===== config.mk =====
export PLATFORM = sky130hd
export DESIGN_NAME = gate_scan_shifter
export DESIGN_NICKNAME = d
export VERILOG_FILES = /design/src/rtl/gsr_pkg.sv /design/src/rtl/gsr_port_mux.sv /design/src/rtl/gsr_chain.sv /design/src/rtl/gsr_carry.sv /design/src/rtl/gsr_out_ctrl.sv /design/src/rtl/gate_scan_shifter.sv
export SDC_FILE = /design/constraint.sdc
export NUM_CORES = 1
export LEC_CHECK = 0
export ABC_AREA = 1
export BUFFER_PORTS_ARGS = -buffer_cell sky130_fd_sc_hd__buf_2
export CELL_PAD_IN_SITES_DETAIL_PLACEMENT = 0
export CELL_PAD_IN_SITES_GLOBAL_PLACEMENT = 2
export CORE_MARGIN = 2
export CORE_UTILIZATION = 26
export DETAILED_ROUTE_END_ITERATION = 10
export PLACE_DENSITY_LB_ADDON = 0.1
export SYNTH_ARGS = -nofsm -noshare
export SYNTH_HDL_FRONTEND = slang
export SYNTH_SLANG_ARGS = --single-unit
export TNS_END_PERCENT = 1

===== constraint.sdc =====
create_clock -name clk -period 0.8 [get_ports clk]
set_input_delay 0.04 -clock clk [delete_from_list [all_inputs] [get_ports clk]]
set_output_delay 0.04 -clock clk [all_outputs]
set_load 0.005 [all_outputs]

===== src/rtl/gsr_pkg.sv =====
`timescale 1ns/1ps
// Package: shared helpers for the gate scan shifter.
// Assumes stage numbers start at 1 and that the skipped group lies strictly
// inside the chain.
package gsr_pkg;

    // True when stage k lies in the group that the short mode bypasses.
    function automatic bit in_skip(input int k, input int lo, input int n);
        return (k >= lo) && (k < lo + n);
    endfunction

endpackage


===== src/rtl/gsr_port_mux.sv =====
`timescale 1ns/1ps
// Module: gsr_port_mux
// Picks the start input and routes the carry to the outgoing port according to
// the direction. Assumes the pad ring builds the bidirectional pin from the
// o/oe pair.
module gsr_port_mux (
    input  logic shift_right,
    input  logic carry_i,
    input  logic right_pulse_i,
    input  logic left_pulse_i,
    output logic start_o,
    output logic right_pulse_o,
    output logic right_pulse_oe,
    output logic left_pulse_o,
    output logic left_pulse_oe
);

    // Entry port follows direction, exit port is the opposite one.
    always_comb begin
        start_o        = shift_right ? right_pulse_i : left_pulse_i;
        left_pulse_oe  = shift_right;
        right_pulse_oe = !shift_right;
        left_pulse_o   = shift_right & carry_i;
        right_pulse_o  = !shift_right & carry_i;
    end

endmodule


===== src/rtl/gsr_chain.sv =====
`timescale 1ns/1ps
// Module: gsr_chain
// Direction-reversible register chain of NUM_OUT stages. In short mode the
// SKIP_N stages from SKIP_LO are held clear and bypassed. Assumes
// SKIP_LO >= 2, SKIP_N >= 1 and SKIP_LO+SKIP_N <= NUM_OUT.
module gsr_chain #(
    parameter int NUM_OUT = 263,
    parameter int SKIP_LO = 129,
    parameter int SKIP_N  = 7
) (
    input  logic               clk,
    input  logic               rst_n,
    input  logic               shift_right,
    input  logic               full_mode,
    input  logic               start_i,
    output logic [NUM_OUT:1]   stage_q,
    output logic               last_o
);

    localparam int SKIP_HI = SKIP_LO + SKIP_N - 1;

    logic [NUM_OUT:1] stage_d;

    for (genvar k = 1; k <= NUM_OUT; k++) begin : g_stage
        logic from_lower;
        logic from_upper;

        // Neighbour feeding this stage when shifting toward higher numbers.
        if (k == 1) begin : g_lo_entry
            assign from_lower = start_i;
        end else if (k == SKIP_HI + 1) begin : g_lo_join
            assign from_lower = full_mode ? stage_q[k-1] : stage_q[SKIP_LO-1];
        end else begin : g_lo_plain
            assign from_lower = stage_q[k-1];
        end

        // Neighbour feeding this stage when shifting toward lower numbers.
        if (k == NUM_OUT) begin : g_up_entry
            assign from_upper = start_i;
        end else if (k == SKIP_LO - 1) begin : g_up_join
            assign from_upper = full_mode ? stage_q[k+1] : stage_q[SKIP_HI+1];
        end else begin : g_up_plain
            assign from_upper = stage_q[k+1];
        end

        // Skipped stages load zero in short mode.
        if (gsr_pkg::in_skip(k, SKIP_LO, SKIP_N)) begin : g_skippable
            assign stage_d[k] = full_mode & (shift_right ? from_lower : from_upper);
        end else begin : g_always
            assign stage_d[k] = shift_right ? from_lower : from_upper;
        end
    end

    // Advance the chain on the rising shift clock edge.
    always_ff @(posedge clk) begin : p_shift
        if (!rst_n) begin
            stage_q <= '0;
        end else begin
            stage_q <= stage_d;
        end
    end

    // Last stage in the current direction feeds the carry.
    assign last_o = shift_right ? stage_q[NUM_OUT] : stage_q[1];

endmodule


===== src/rtl/gsr_carry.sv =====
`timescale 1ns/1ps
// Module: gsr_carry
// Retimes the last-stage bit on the falling edge, so the carry rises half a
// cycle after the pulse reaches the end. Assumes clk is the shift clock.
module gsr_carry (
    input  logic clk,
    input  logic rst_n,
    input  logic last_i,
    output logic carry_q
);

    // Capture the end-of-chain bit on the falling edge.
    always_ff @(negedge clk) begin : p_carry
        if (!rst_n) begin
            carry_q <= 1'b0;
        end else begin
            carry_q <= last_i;
        end
    end

endmodule


===== src/rtl/gsr_out_ctrl.sv =====
`timescale 1ns/1ps
// Module: gsr_out_ctrl
// Combinational output stage: force-on beats blank, which beats the register
// bit. End outputs are tied low and skipped outputs are low in short mode.
// Assumes the register bits are held elsewhere and are not touched here.
module gsr_out_ctrl #(
    parameter int NUM_OUT = 263,
    parameter int SKIP_LO = 129,
    parameter int SKIP_N  = 7
) (
    input  logic               full_mode,
    input  logic               blank,
    input  logic               force_on_n,
    input  logic [NUM_OUT:1]   stage_q,
    output logic [NUM_OUT+1:0] gate_o
);

    localparam int TOP = NUM_OUT + 1;

    for (genvar k = 0; k <= TOP; k++) begin : g_out
        // Each output resolves its own override chain.
        if (k == 0 || k == TOP) begin : g_edge
            assign gate_o[k] = 1'b0;
        end else if (gsr_pkg::in_skip(k, SKIP_LO, SKIP_N)) begin : g_skip
            assign gate_o[k] = full_mode & (!force_on_n | (!blank & stage_q[k]));
        end else begin : g_norm
            assign gate_o[k] = !force_on_n | (!blank & stage_q[k]);
        end
    end

endmodule


===== src/rtl/gate_scan_shifter.sv =====
`timescale 1ns/1ps
// Module: gate_scan_shifter
// Top of the gate-line scan shifter: port routing, register chain, carry
// retiming and output overrides. Assumes one shift clock and a synchronous
// active-low reset.
module gate_scan_shifter #(
    parameter int NUM_OUT = 263,
    parameter int SKIP_LO = 129,
    parameter int SKIP_N  = 7
) (
    input  logic               clk,
    input  logic               rst_n,
    input  logic               shift_right,
    input  logic               full_mode,
    input  logic               blank,
    input  logic               force_on_n,
    input  logic               right_pulse_i,
    output logic               right_pulse_o,
    output logic               right_pulse_oe,
    input  logic               left_pulse_i,
    output logic               left_pulse_o,
    output logic               left_pulse_oe,
    output logic [NUM_OUT+1:0] gate_o
);

    logic               start_w;
    logic               last_w;
    logic               carry_w;
    logic [NUM_OUT:1]   stage_w;

    gsr_port_mux u_ports (
        .shift_right    (shift_right),
        .carry_i        (carry_w),
        .right_pulse_i  (right_pulse_i),
        .left_pulse_i   (left_pulse_i),
        .start_o        (start_w),
        .right_pulse_o  (right_pulse_o),
        .right_pulse_oe (right_pulse_oe),
        .left_pulse_o   (left_pulse_o),
        .left_pulse_oe  (left_pulse_oe)
    );

    gsr_chain #(.NUM_OUT(NUM_OUT), .SKIP_LO(SKIP_LO), .SKIP_N(SKIP_N)) u_chain (
        .clk         (clk),
        .rst_n       (rst_n),
        .shift_right (shift_right),
        .full_mode   (full_mode),
        .start_i     (start_w),
        .stage_q     (stage_w),
        .last_o      (last_w)
    );

    gsr_carry u_carry (
        .clk     (clk),
        .rst_n   (rst_n),
        .last_i  (last_w),
        .carry_q (carry_w)
    );

    gsr_out_ctrl #(.NUM_OUT(NUM_OUT), .SKIP_LO(SKIP_LO), .SKIP_N(SKIP_N)) u_out (
        .full_mode  (full_mode),
        .blank      (blank),
        .force_on_n (force_on_n),
        .stage_q    (stage_w),
        .gate_o     (gate_o)
    );

endmodule


Yosys cells after proc, flatten, opt, wreduce, memory -nomap -nowiden
Cells that the tools add are included.
- reduce and logical (&&, ||, !) cells: 3
- bitwise gates (word level): 542
- multiplexer cells: 267
- operator list (operator ; count):
    $and 1x1->1 ; 279
    $mux 1 ; 267
    $or 1x1->1 ; 263
    $logic_not 1->1 ; 3
- input bits: 8
- output and inout bits: 269
- register bits after elaboration: 264
- logic and storage cells: 814

Logic depth before layout (Yosys ltp)
- depth after elaboration: 4
- gate-level depth with buffers: 7
- mapped depth without buffers: 5

Modules after synthesis
From an unflattened synthesis, not the netlist that was laid out.
- cells, all modules: 1755
- area, all modules: 11395.9 µm²
- modules (own cells, without submodules) (module ; cells each ; area each (µm²) ; seq. area each (µm²) ; times used):
    gsr_chain ; 1153 ; 8992.4 ; 5265.0 ; 1
    gsr_out_ctrl ; 589 ; 2334.7 ; 0.0 ; 1
    gsr_port_mux ; 9 ; 37.5 ; 0.0 ; 1
    gsr_carry ; 4 ; 31.3 ; 20.0 ; 1

==> results.json <==
{
  "status": "finished, violations left",
  "violations": "setup timing",
  "grtUsageMet3_pct": 3.32,
  "power.total_mw": 34.4,
  "clkLatencyLatePin_ns": 0.57,
  "grt-busiest-layer": "met2",
  "drtPass1Iterations": 4,
  "overflow": 0,
  "criticalPathCategory": "reg -> out",
  "cts_htree_levels": 2,
  "end_kind": "output pin",
  "place_ws_ns": -0.257,
  "clock_sinks": 264,
  "cp-start-kind": "flop",
  "fin_nets": 1993,
  "dieArea_mm2": 0.0458,
  "required_ns": 0.76,
  "rows": 76,
  "portBuffers": 274,
  "fill_cells": 4757,
  "synth-seq-cells": 264,
  "drt_iter0_drc": 591,
  "grtUsageMet2_pct": 27.0,
  "num_antenna_cells": 0,
  "path_clk_slew_ns": 0.05,
  "report.final.slew_viol_count": 0,
  "grt_pass1_wl_um": 61600,
  "grtUsageTotal_pct": 16.3,
  "synth_cell_types": 19,
  "start_util_pct": 26.5,
  "syn_inst": 1744,
  "multi_input_area_mm2": 0.00571,
  "crit_arrival_ns": 1.50,
  "p_per_area_mw_per_mm2": 2190,
  "regArea_mm2": 0.00565,
  "cts-root-buf": "clkbuf_16",
  "fin_skew_ns": 0.0614,
  "power_leakage_nw": 7.23,
  "utilization_pct": 36.4,
  "layout-drive-gt1-share_pct": 39.9,
  "final-hold-violation-count": 0,
  "placed_cells": 2528,
  "finalSetupViolations": 267,
  "max_cap_viol_count": 0,
  "routedWlPerCell_um": 14.8,
  "ir_drop_uv": 1030,
  "cp_max_fo": 2,
  "synth_seq_area_share_pct": 46.1,
  "rsz0062_at_grt": "yes",
  "via_per_inst": 4.45,
  "coreArea_mm2": 0.0433,
  "hpwl_um": 26500,
  "grt_max_degree": 98,
  "setup_slack_ns": -0.742,
  "place_congestion": 0.741,
  "via_count": 11550,
  "yosysWarnings": 0,
  "drcViolationCount": 0,
  "die_width_um": 214,
  "hold_path.class": "in -> reg",
  "antenna_left": 0,
  "fin_cells": 2594,
  "die_y_um": 214,
  "holdWs_ns": 0.0166,
  "antenna_found_initial": 0,
  "postSynthAreaPerCell_um2": 6.57,
  "grt_pass1_vias": 11357,
  "io_pins": 277,
  "area_delta_synth_final_pct": 37.3,
  "clockBufferDepth": 3,
  "routed_wl_um": 38500,
  "cts_tree": "done",
  "syn_area_mm2": 0.0115,
  "globalRouteMet1Util_pct": 21.7,
  "cts_buffers": 35
}
[per-stage QoR]
step                      TNS [ns]  instance area [µm²]
after floorplan             -0.278                11500
after global placement      -45.70                13700
after detailed placement    -48.93                13700
after CTS                  -119.64                15500
after global routing       -101.96                15700
final                       -85.20                15700
[critical path, cell delays in order, from the launching register on]
cell and delay [ns]:
dfxtp_2 0.32, inv_1 0.04, nor2_1 0.07, buf_2 0.11
[registers in the layout (all words and copies together), names as in the netlist]
| register | flops |
|---|---|
| u_chain.stage_q | 263 |
| u_carry.carry_q | 1 |
[cell usage after synthesis, drive strengths merged]
| library cell | number | area share [%] |
|---|---|---|
| dfxtp | 264 | 46 |
| clkbuf | 62 | 2.1 |
| conb | 1 | 0.033 |
| buf | 86 | 5.2 |
| nor2 | 523 | 17 |
| inv | 8 | 0.28 |
| nor3 | 6 | 0.26 |
| nand2 | 524 | 17 |
| a21oi | 4 | 0.17 |
| o21ai | 258 | 11 |
| or2 | 1 | 0.055 |
| nand3 | 7 | 0.31 |
[cell type report]
type / instances / area share (%)
multi-input cells: 1325 / 36.3
flip-flops and latches: 264 / 35.9
repair buffers: 351 / 15.9
clock buffers: 53 / 6.70
well taps: 585 / 4.65
clock inverters: 9 / 0.294
inverters: 7 / 0.294
[metal layers]
metal  wire length, µm  up-vias
met5                 0        -
met4               570        0
met3              1700       41
met2             17700      193
met1             18500     5405
li1                  -     5911
[logic make-up (layout without fill, tap and decap cells)]
| family | after synthesis | after routing | share of synthesized area (%) |
|---|---|---|---|
| simple gates | 1061 | 1061 | 34.9 |
| flops | 264 | 264 | 46.1 |
| compound gates | 262 | 262 | 11.4 |
| buf+inv | 156 | 420 | 7.54 |
| other cells | 1 | 2 | 0.0327 |
[placed cells by master, fill, tap and decap left out, drive strengths merged, types with 2 or more instances in the layout]
cell type	instances
nand3	7
nor2	523
dfxtp	264
conb	2
clkinv	6
a21oi	4
nand2	524
nor3	6
dlygate4sd3	3
o21ai	258
clkbuf	54
inv	10
buf	346
[power by group]
group          switching [mW]  internal (mW)  total [mW]
clock network            5.79           9.07        14.9
logic                    2.68           2.03        4.71
registers               0.739           14.1        14.9
total                    9.21           25.2        34.4
[path summary, 6_finish.rpt]
path / endpoint / cells past startpoint / start / slack, ns
max: right_pulse_o / 3 / u_carry.carry_q / -0.74
min: u_chain.stage_q[60] / 4 / shift_right / 0.02
max reg2reg: u_carry.carry_q / 3 / u_chain.stage_q[1] / -0.27
min reg2reg: u_chain.stage_q[206] / 2 / u_chain.stage_q[205] / 0.48
[what timing repair did]
item,in CTS,in global routing
hold buffers,4,0
hold endpoints to repair,21,0
endpoints found under the setup margin,268,443
resized for setup,372,74
setup buffers,0,2
pin swaps,12,8
(Power assumes the default switching activity.)
